[src/rtl/cpu_clk_pkg.sv]
package cpu_clk_pkg;

    typedef enum logic [1:0] {
        SRC_MAIN = 2'b00,
        SRC_SUB  = 2'b01,
        SRC_RING = 2'b10,
        SRC_PLL  = 2'b11
    } clk_src_e;

    localparam int SHIFT_W = 3;

    typedef struct packed {
        clk_src_e             src;
        logic [SHIFT_W-1:0]   shift;
    } div_cfg_t;

    // Divide ratio as a power of two: forced bit gives 8, field gives 1/2/4/16.
    function automatic logic [SHIFT_W-1:0] ratio_shift(input logic f8, input logic [1:0] r);
        logic [SHIFT_W-1:0] s;
        if (f8) begin
            s = 3'd3;
        end else begin
            unique case (r)
                2'b00: s = 3'd0;
                2'b01: s = 3'd1;
                2'b10: s = 3'd2;
                default: s = 3'd4;
            endcase
        end
        return s;
    endfunction

endpackage

[src/rtl/clk_ctl_regs.sv]
module clk_ctl_regs (
    input  logic       clk,
    input  logic       rst_n,
    input  logic       ctl_wr,
    input  logic       wr_force8,
    input  logic [1:0] wr_ratio,
    input  logic       stop_entry,
    input  logic       main_off,
    input  logic       low_speed,
    output logic       force8_q,
    output logic [1:0] ratio_q
);
    logic hw_set;

    assign hw_set = (stop_entry && !low_speed) || (main_off && low_speed);

    always_ff @(posedge clk) begin
        if (!rst_n) begin
            force8_q <= 1'b1;
            ratio_q  <= 2'b00;
        end else begin
            if (ctl_wr) begin
                force8_q <= wr_force8;
                ratio_q  <= wr_ratio;
            end
            if (hw_set) begin
                force8_q <= 1'b1;
            end
        end
    end
endmodule

[src/rtl/clk_switch_fsm.sv]
module clk_switch_fsm
    import cpu_clk_pkg::*;
(
    input  logic     clk,
    input  logic     rst_n,
    input  div_cfg_t req,
    input  logic     at_boundary,
    output div_cfg_t act
);
    typedef enum logic {ST_STEADY = 1'b0, ST_PENDING = 1'b1} sw_state_e;

    sw_state_e state, state_nx;
    logic      differ;

    assign differ = (req != act);

    always_ff @(posedge clk) begin
        if (!rst_n) begin
            state <= ST_STEADY;
        end else begin
            state <= state_nx;
        end
    end

    always_comb begin
        state_nx = state;
        unique case (state)
            ST_STEADY:  if (differ) state_nx = ST_PENDING;
            ST_PENDING: if (!differ || at_boundary) state_nx = ST_STEADY;
            default:    state_nx = ST_STEADY;
        endcase
    end

    always_ff @(posedge clk) begin
        if (!rst_n) begin
            act.src   <= SRC_MAIN;
            act.shift <= 3'd3;
        end else if (state == ST_PENDING && at_boundary) begin
            act <= req;
        end
    end
endmodule

[src/rtl/clk_div_counter.sv]
module clk_div_counter
    import cpu_clk_pkg::*;
#(
    parameter int MAX_SHIFT = 4,
    localparam int CNT_W = (MAX_SHIFT < 1) ? 1 : MAX_SHIFT
) (
    input  logic       clk,
    input  logic       rst_n,
    input  logic [3:0] src_ticks,
    input  div_cfg_t   act,
    output logic       at_boundary,
    output logic       cpu_tick
);
    logic [CNT_W-1:0] cnt;
    logic [CNT_W-1:0] last;
    logic             sel_tick;
    logic             fire;

    always_comb begin
        last = '0;
        for (int i = 0; i < CNT_W; i++) begin
            if (i < int'(act.shift)) last[i] = 1'b1;
        end
    end

    assign sel_tick    = src_ticks[act.src];
    assign fire        = sel_tick && (cnt == last);
    assign at_boundary = fire || (cnt == '0 && !sel_tick);

    always_ff @(posedge clk) begin
        if (!rst_n) begin
            cnt      <= '0;
            cpu_tick <= 1'b0;
        end else begin
            cpu_tick <= fire;
            if (sel_tick) begin
                cnt <= fire ? '0 : cnt + 1'b1;
            end
        end
    end
endmodule

[src/rtl/cpu_clk_divider.sv]
module cpu_clk_divider
    import cpu_clk_pkg::*;
#(
    parameter int MAX_SHIFT = 4
) (
    input  logic       clk,
    input  logic       rst_n,
    input  logic       main_tick,
    input  logic       sub_tick,
    input  logic       ring_tick,
    input  logic       pll_tick,
    input  logic [1:0] src_sel,
    input  logic       ctl_wr,
    input  logic       wr_force8,
    input  logic [1:0] wr_ratio,
    input  logic       stop_entry,
    input  logic       main_off,
    input  logic       low_speed,
    input  logic       ext_bus_mode,
    input  logic       bclk_dis,
    output logic       cpu_tick,
    output logic       bus_tick,
    output logic       bus_oe,
    output logic       force8_q,
    output logic [1:0] ratio_q,
    output logic       pll_ratio_err
);
    div_cfg_t   req;
    div_cfg_t   act;
    logic       at_boundary;
    logic [3:0] src_ticks;
    clk_src_e   src;

    assign src       = clk_src_e'(src_sel);
    assign src_ticks = {pll_tick, ring_tick, sub_tick, main_tick};

    clk_ctl_regs u_regs (
        .clk(clk), .rst_n(rst_n), .ctl_wr(ctl_wr), .wr_force8(wr_force8),
        .wr_ratio(wr_ratio), .stop_entry(stop_entry), .main_off(main_off),
        .low_speed(low_speed), .force8_q(force8_q), .ratio_q(ratio_q)
    );

    always_comb begin
        req.src = src;
        if (src == SRC_MAIN || src == SRC_RING) begin
            req.shift = ratio_shift(force8_q, ratio_q);
        end else begin
            req.shift = '0;
        end
    end

    assign pll_ratio_err = (src == SRC_PLL) && (force8_q || ratio_q != 2'b00);

    clk_switch_fsm u_fsm (
        .clk(clk), .rst_n(rst_n), .req(req), .at_boundary(at_boundary), .act(act)
    );

    clk_div_counter #(.MAX_SHIFT(MAX_SHIFT)) u_cnt (
        .clk(clk), .rst_n(rst_n), .src_ticks(src_ticks), .act(act),
        .at_boundary(at_boundary), .cpu_tick(cpu_tick)
    );

    assign bus_oe   = ext_bus_mode && !bclk_dis;
    assign bus_tick = cpu_tick && bus_oe;
endmodule

[config.mk]
export PLATFORM = sky130hd
export DESIGN_NAME = cpu_clk_divider
export DESIGN_NICKNAME = d
export VERILOG_FILES = /design/src/rtl/cpu_clk_pkg.sv /design/src/rtl/clk_ctl_regs.sv /design/src/rtl/clk_switch_fsm.sv /design/src/rtl/clk_div_counter.sv /design/src/rtl/cpu_clk_divider.sv
export SDC_FILE = /design/constraint.sdc
export NUM_CORES = 1
export LEC_CHECK = 0
export BUFFER_PORTS_ARGS = -buffer_cell sky130_fd_sc_hd__buf_2
export CORE_MARGIN = 8
export CORE_UTILIZATION = 40
export DETAILED_ROUTE_END_ITERATION = 6
export SYNTH_ARGS = -nofsm -noshare
export SYNTH_HDL_FRONTEND = slang
export SYNTH_SLANG_ARGS = --single-unit
[constraint.sdc]
create_clock -name clk -period 3.35 [get_ports clk]
set_input_delay 0.1675 -clock clk [delete_from_list [all_inputs] [get_ports clk]]
set_output_delay 0.1675 -clock clk [all_outputs]
set_load 0.01 [all_outputs]
Yosys cells after proc, flatten, opt, wreduce, memory -nomap -nowiden
Cells that the tools add are included.
Word-level totals
  register bits: 14
  input port bits: 17
  output and inout bits: 7
  word-level logic and storage cells: 56
Cells by class
  add/sub/neg operators: 1
  $lt $le $gt $ge: 5
  equal/unequal tests: 6
  mux-type cells: 13
  bitwise logic cells: 2
  reductions and logical operators: 22
Operators with widths (number)
  $pmux 3 s3: 1
  $logic_and 1x1->1: 8
  $mux 1: 7
  $eq 2x2->1 const B: 3
  $lt 1x3->1 const A: 2
  $lt 2x3->1 const A: 2
  $mux 3: 2
  $logic_or 1x1->1: 5
  $ne 5x5->1: 1
  $add 4x1->4 const B: 1
  $eq 4x4->1: 1
  $logic_not 1->1: 4
  $logic_not 2->1: 2
  $logic_not 4->1: 1
  $mux 4: 1
  $lt 2x3->1 const B: 1
  $bmux 1 s2: 1
  $eq 2x1->1 const B: 1
  $not 1->1: 2
  $pmux 1 s2: 1
  $reduce_bool 2->1: 1
  $reduce_or 2->1: 1

Longest topological paths before layout
  word-level depth: 9
  depth in mapped cells: 6
  gate-level depth less buffers: 6

Hierarchy
A second synthesis with hierarchy kept.
Unflattened totals
  cells, all modules: 90
  area, all modules: 799.5 µm²
Modules (own cells, without submodules)
  clk_div_counter: instances 1, cells an instance 40, area an instance 362.8 µm², seq. area each 100.1 µm²
  clk_switch_fsm: instances 1, cells an instance 30, area an instance 261.5 µm², seq. area each 120.1 µm²
  clk_ctl_regs: instances 1, cells an instance 10, area an instance 117.6 µm², seq. area each 60.1 µm²
  cpu_clk_divider: instances 1, cells an instance 10, area an instance 57.6 µm², seq. area each 0.0 µm²

Least setup slack after synthesis
OpenSTA, ideal clock, no wires.
  kind: flip-flop to flip-flop
  from: register, netlist name u_fsm.act[3]
  to: register, netlist name u_fsm.act[0]
  setup time: 140 ps
  arrival time: 1487 ps
  data required time: 3210 ps
  path slack: 1723 ps
  cell stages (with the launch flop): 6
  path buffers: 1
  clock period less this slack: 1627 ps
  path through: dfxtp_1 mux4_2 buf_2 nor2_4 o21a_1 o211ai_1
Between the ends
  cells in the longest elaborated chain, start to end: 6
  elaborated cells between the ends (all ways): 7
  classes of those cells: mux: 2; reduce/logical: 5
RTL lines
  $bmux 1 s2 *: RTL line clk_div_counter.sv:26  | assign sel_tick = src_ticks[act.src];
  $mux 1 (not written as such) *: RTL line clk_div_counter.sv:26
  $logic_not 1->1: RTL line clk_div_counter.sv:28  | assign at_boundary = fire || (cnt == '0 && !sel_tick);
  $logic_and 1x1->1: RTL line clk_div_counter.sv:28
  $logic_or 1x1->1 *: RTL line clk_div_counter.sv:28
  $logic_and 1x1->1 *: RTL line clk_switch_fsm.sv:38  | end else if (state == ST_PENDING && at_boundary) begin
Every way passes the cells marked *; elsewhere a longest branch is shown, timed or not. The select of a mux whose other input is x is not followed.
A chain may end at the register's enable or synchronous reset.

Worst setup path after layout
  from: register, netlist name u_fsm.act[3]
  to: register u_fsm.state
Between the ends
  cells in the longest elaborated chain, start to end: 8
  elaborated cells between the ends (all ways): 12
  classes of those cells: eq/ne: 1; mux: 5; reduce/logical: 6
RTL lines
  $bmux 1 s2: RTL line clk_div_counter.sv:26
  $mux 1 (not written as such): RTL line clk_div_counter.sv:26
  $logic_not 1->1: RTL line clk_div_counter.sv:28
  $logic_and 1x1->1: RTL line clk_div_counter.sv:28
  $logic_or 1x1->1: RTL line clk_div_counter.sv:28
  $logic_or 1x1->1: RTL line clk_switch_fsm.sv:29  | ST_PENDING: if (!differ || at_boundary) state_nx = ST_STEADY;
  $mux 1: RTL line clk_switch_fsm.sv:29
  $pmux 1 s2 *: RTL line clk_switch_fsm.sv:27  | unique case (state)
  to (signal assigned): RTL line clk_switch_fsm.sv:21  | state <= state_nx;
  to (decl): RTL line clk_switch_fsm.sv:12  | sw_state_e state, state_nx;
Marks and branches as above.

==> flow_metrics.env <==
export IMPL_critPathMaxFanout=11
export IMPL_synth_xor_area_share_pct=4.82
export IMPL_synth_mux_area_share_pct=6.89
export IMPL_hold_buffers=0
export IMPL_globalplace_congestion=0.773
export IMPL_power_w=0.000489
export IMPL_cts_root_buf="clkbuf_4"
export IMPL_p_int_w=0.000306
export IMPL_cp_start_kind="register"
export IMPL_max_freq_mhz=550
export IMPL_routed_wirelength_um=2100
export IMPL_synth_distinct_cells=39
export IMPL_synth_seq_cells=14
export IMPL_layout_min_cycle_time_ns=1.82
export IMPL_drt_iter0_drc=28
export IMPL_worst_pin_slew_ns=0.465
export IMPL_post_cts_buffers=0
export IMPL_numCtsBuffers=3
export IMPL_finalClockSkew_ns=0.00670
export IMPL_cp_arrival_ns=2.01
export IMPL_clockBufferDepth=2
export IMPL_criticalPathCategory="register to register"
export IMPL_grt_pass1_wl_um=3700
export IMPL_ys_seq_area_share_pct=30.9
export IMPL_yosys_warnings=0
export IMPL_layout_drive_gt1_share_pct=25.6
export IMPL_ant_nets=0
export IMPL_p_leak_nw=0.461
export IMPL_avgSynthCellArea_um2=8.33
export IMPL_clk_latency_ns=0.27
export IMPL_status="completed"
export IMPL_seqPwrFrac_pct=46.4
export IMPL_grt_pass1_vias=796
export IMPL_pin_count=24
export IMPL_die_area_um2=4050
export IMPL_antenna_found_initial=0
export IMPL_area_growth_pct=15.8
export IMPL_synth_nets=128
export IMPL_clkPwrFrac_pct=19.5
export IMPL_synth_simple_area_share_pct=25.9
export IMPL_grt_max_degree=19
export IMPL_min_path_type="primary input to register"
export IMPL_die_y_um=63.7
export IMPL_netlist_instances=109
export IMPL_num_rows=17
export IMPL_drc=0
export IMPL_n_fill_cell=230
export IMPL_crit_path_end_kind="register"
export IMPL_required_ns=3.54
export IMPL_synthAdderAreaFrac_pct=2.75
export IMPL_fp_dieW_um=63.7
export IMPL_combPwrFrac_pct=34.1
export IMPL_timing_setup_tns_ns=0
export IMPL_clock_sinks=14
export IMPL_first_pass_iters=4
export IMPL_netlist_area_um2=908
export IMPL_hpwl_um=1640
export IMPL_fin_crit_sh_pct=54.3
export IMPL_p_sw_share_pct=37.4
export IMPL_cts_tree="done"
export IMPL_slew_violations=0
export IMPL_netSwitchingPower_w=0.000183
export IMPL_ys_top_cells_by_area="dfxtp_1 31%, nand2_1 5.0%, nor2_1 5.0%"
export IMPL_finalHoldViolCount=0
export IMPL_p_per_area_nw_per_um2=465
export IMPL_cts_resized=0
export IMPL_synth_top_family_by_area="simple AND/OR/NAND/NOR gates"
export IMPL_setup_viol=0
export IMPL_ir_worst_vdd_mv=0.247
export IMPL_num_vias=851
export IMPL_track_usage_pct=11.0
export IMPL_vias_per_cell=5.42
export IMPL_cts_reportedPaths_clkPinSlew_ns=0.09
export IMPL_start_util_pct=41.9
export IMPL_cts_htree_levels=1
export IMPL_diodes=0
export IMPL_synth_top_area_share_pct=30.9
export IMPL_cap_violations=0
export IMPL_synth_area_leader_cell="dfxtp_1"
export IMPL_finalNetCount=150
export IMPL_grt_overflow=0
export IMPL_rsz0062_at_grt="no"
export IMPL_core_um2=2170
export IMPL_wire_per_inst_um=13.4
export IMPL_synth_compound_area_share_pct=22.7
export IMPL_io_buffers=23
export IMPL_max_slew_margin_rel_pct=68.9
routing by layer:
layer / part of all wire (%) / up-vias / GRT usage (%) / routed length (µm)
met4: 0.86 / 0 / 3.34 / 18
li1: - / 438 / - / -
met2: 45 / 20 / 16.6 / 937
met1: 48 / 391 / 14.2 / 998
met3: 6.8 / 2 / 3.71 / 143
met5: 0 / - / 0 / 0
power groups by stage:
stage	sequential [W]	clock (W)	combinational, W
5_1_grt	0.000231	0.000104	0.000189
2_1_floorplan	0.000215	0	0.000144
6_report	0.000227	0.0000952	0.000167
3_3_place_gp	0.000230	0	0.000163
4_1_cts	0.000226	0.0000963	0.000167
3_5_place_dp	0.000231	0	0.000166
metrics by stage:
step | utilization, % | std cells | hold slack, ns | setup WS (ns) | instance area [µm²]
5_1_grt | 48.5 | 157 | 0.135 | 1.40 | 1050
2_1_floorplan | - | 109 | 0.309 | 1.72 | 908
3_3_place_gp | 47.5 | 154 | 0.395 | 1.60 | 1030
6_report | 48.5 | 157 | 0.121 | 1.53 | 1050
3_5_place_dp | 47.5 | 154 | 0.411 | 1.53 | 1030
4_1_cts | 48.5 | 157 | 0.125 | 1.52 | 1050
cells by family (layout without fill, tap and decap cells):
family / Yosys count / after routing
AO/OA/AOI/OAI: 25 / 25
XOR/XNOR: 5 / 5
adder cells (fa/ha/maj): 2 / 2
buffers and inverters: 13 / 33
flip-flops: 14 / 14
multiplexers: 5 / 5
AND/OR/NAND/NOR: 45 / 45
worst max-delay path, stage by stage (launching register included):
cell and delay (ns):
dfxtp_1 0.38, mux4_2 0.66, o21ai_2 0.13, a31oi_4 0.08, o21a_1 0.26, a311oi_2 0.23
synth_stat cells, drive strengths merged:
cell and count:
mux2i 4, o21a 2, nor3 2, inv 7
nand3b 1, nor4 2, o21ai 2, and2 3
nand2 12, or2 1, buf 3, nor2b 1
ha 2, xnor2 2, mux4 1, dfxtp 14
nand4b 2, o31a 1, o311a 1, a311oi 1
o211ai 5, nand3 1, o22ai 1, a21oi 5
xor2 3, clkbuf 3, and3 5, o311ai 3
a21o 1, nor2 13, and4bb 1, nand4 1
a31oi 2, o221ai 1
registers in the layout, summed over array words and instances (netlist names):
signal,flops
u_regs.force8_q,1
u_fsm.act,5
u_cnt.cpu_tick,1
u_cnt.cnt,4
u_regs.ratio_q,2
u_fsm.state,1
layout by cell type (no fill, tap or decap), drive strengths merged, types with 3 or more instances in the layout:
| master | count |
|---|---|
| inv | 7 |
| o311ai | 3 |
| a21oi | 5 |
| buf | 23 |
| and3 | 5 |
| mux2i | 4 |
| nand2 | 12 |
| and2 | 3 |
| clkbuf | 3 |
| o211ai | 5 |
| dfxtp | 14 |
| nor2 | 13 |
| xor2 | 3 |
cell type report:
class	instances	area, µm²	share of cell area [%]
Sequential cell	14	280	26.6
Inverter	7	26.3	2.50
Clock buffer	3	22.5	2.14
Tap cell	28	35.0	3.33
Timing Repair Buffer	23	115	10.9
Multi-Input combinational cell	82	573	54.5
path summary, 6_finish.rpt:
path,endpoint,slack (ns),startpoint,depth (start not counted)
worst min-delay path,u_regs.force8_q$_SDFFE_PP1P_,0.12,stop_entry,3
worst min register to register,u_cnt.cnt[2]$_SDFFE_PN0P_,0.57,u_cnt.cnt[2]$_SDFFE_PN0P_,2
worst max-delay path,u_fsm.state$_SDFF_PN0_,1.53,u_fsm.act[3]$_SDFFE_PN0P_,5
worst max register to register,u_fsm.state$_SDFF_PN0_,1.53,u_fsm.act[3]$_SDFFE_PN0P_,5
Note: power is estimated with default switching activity, not from simulation.
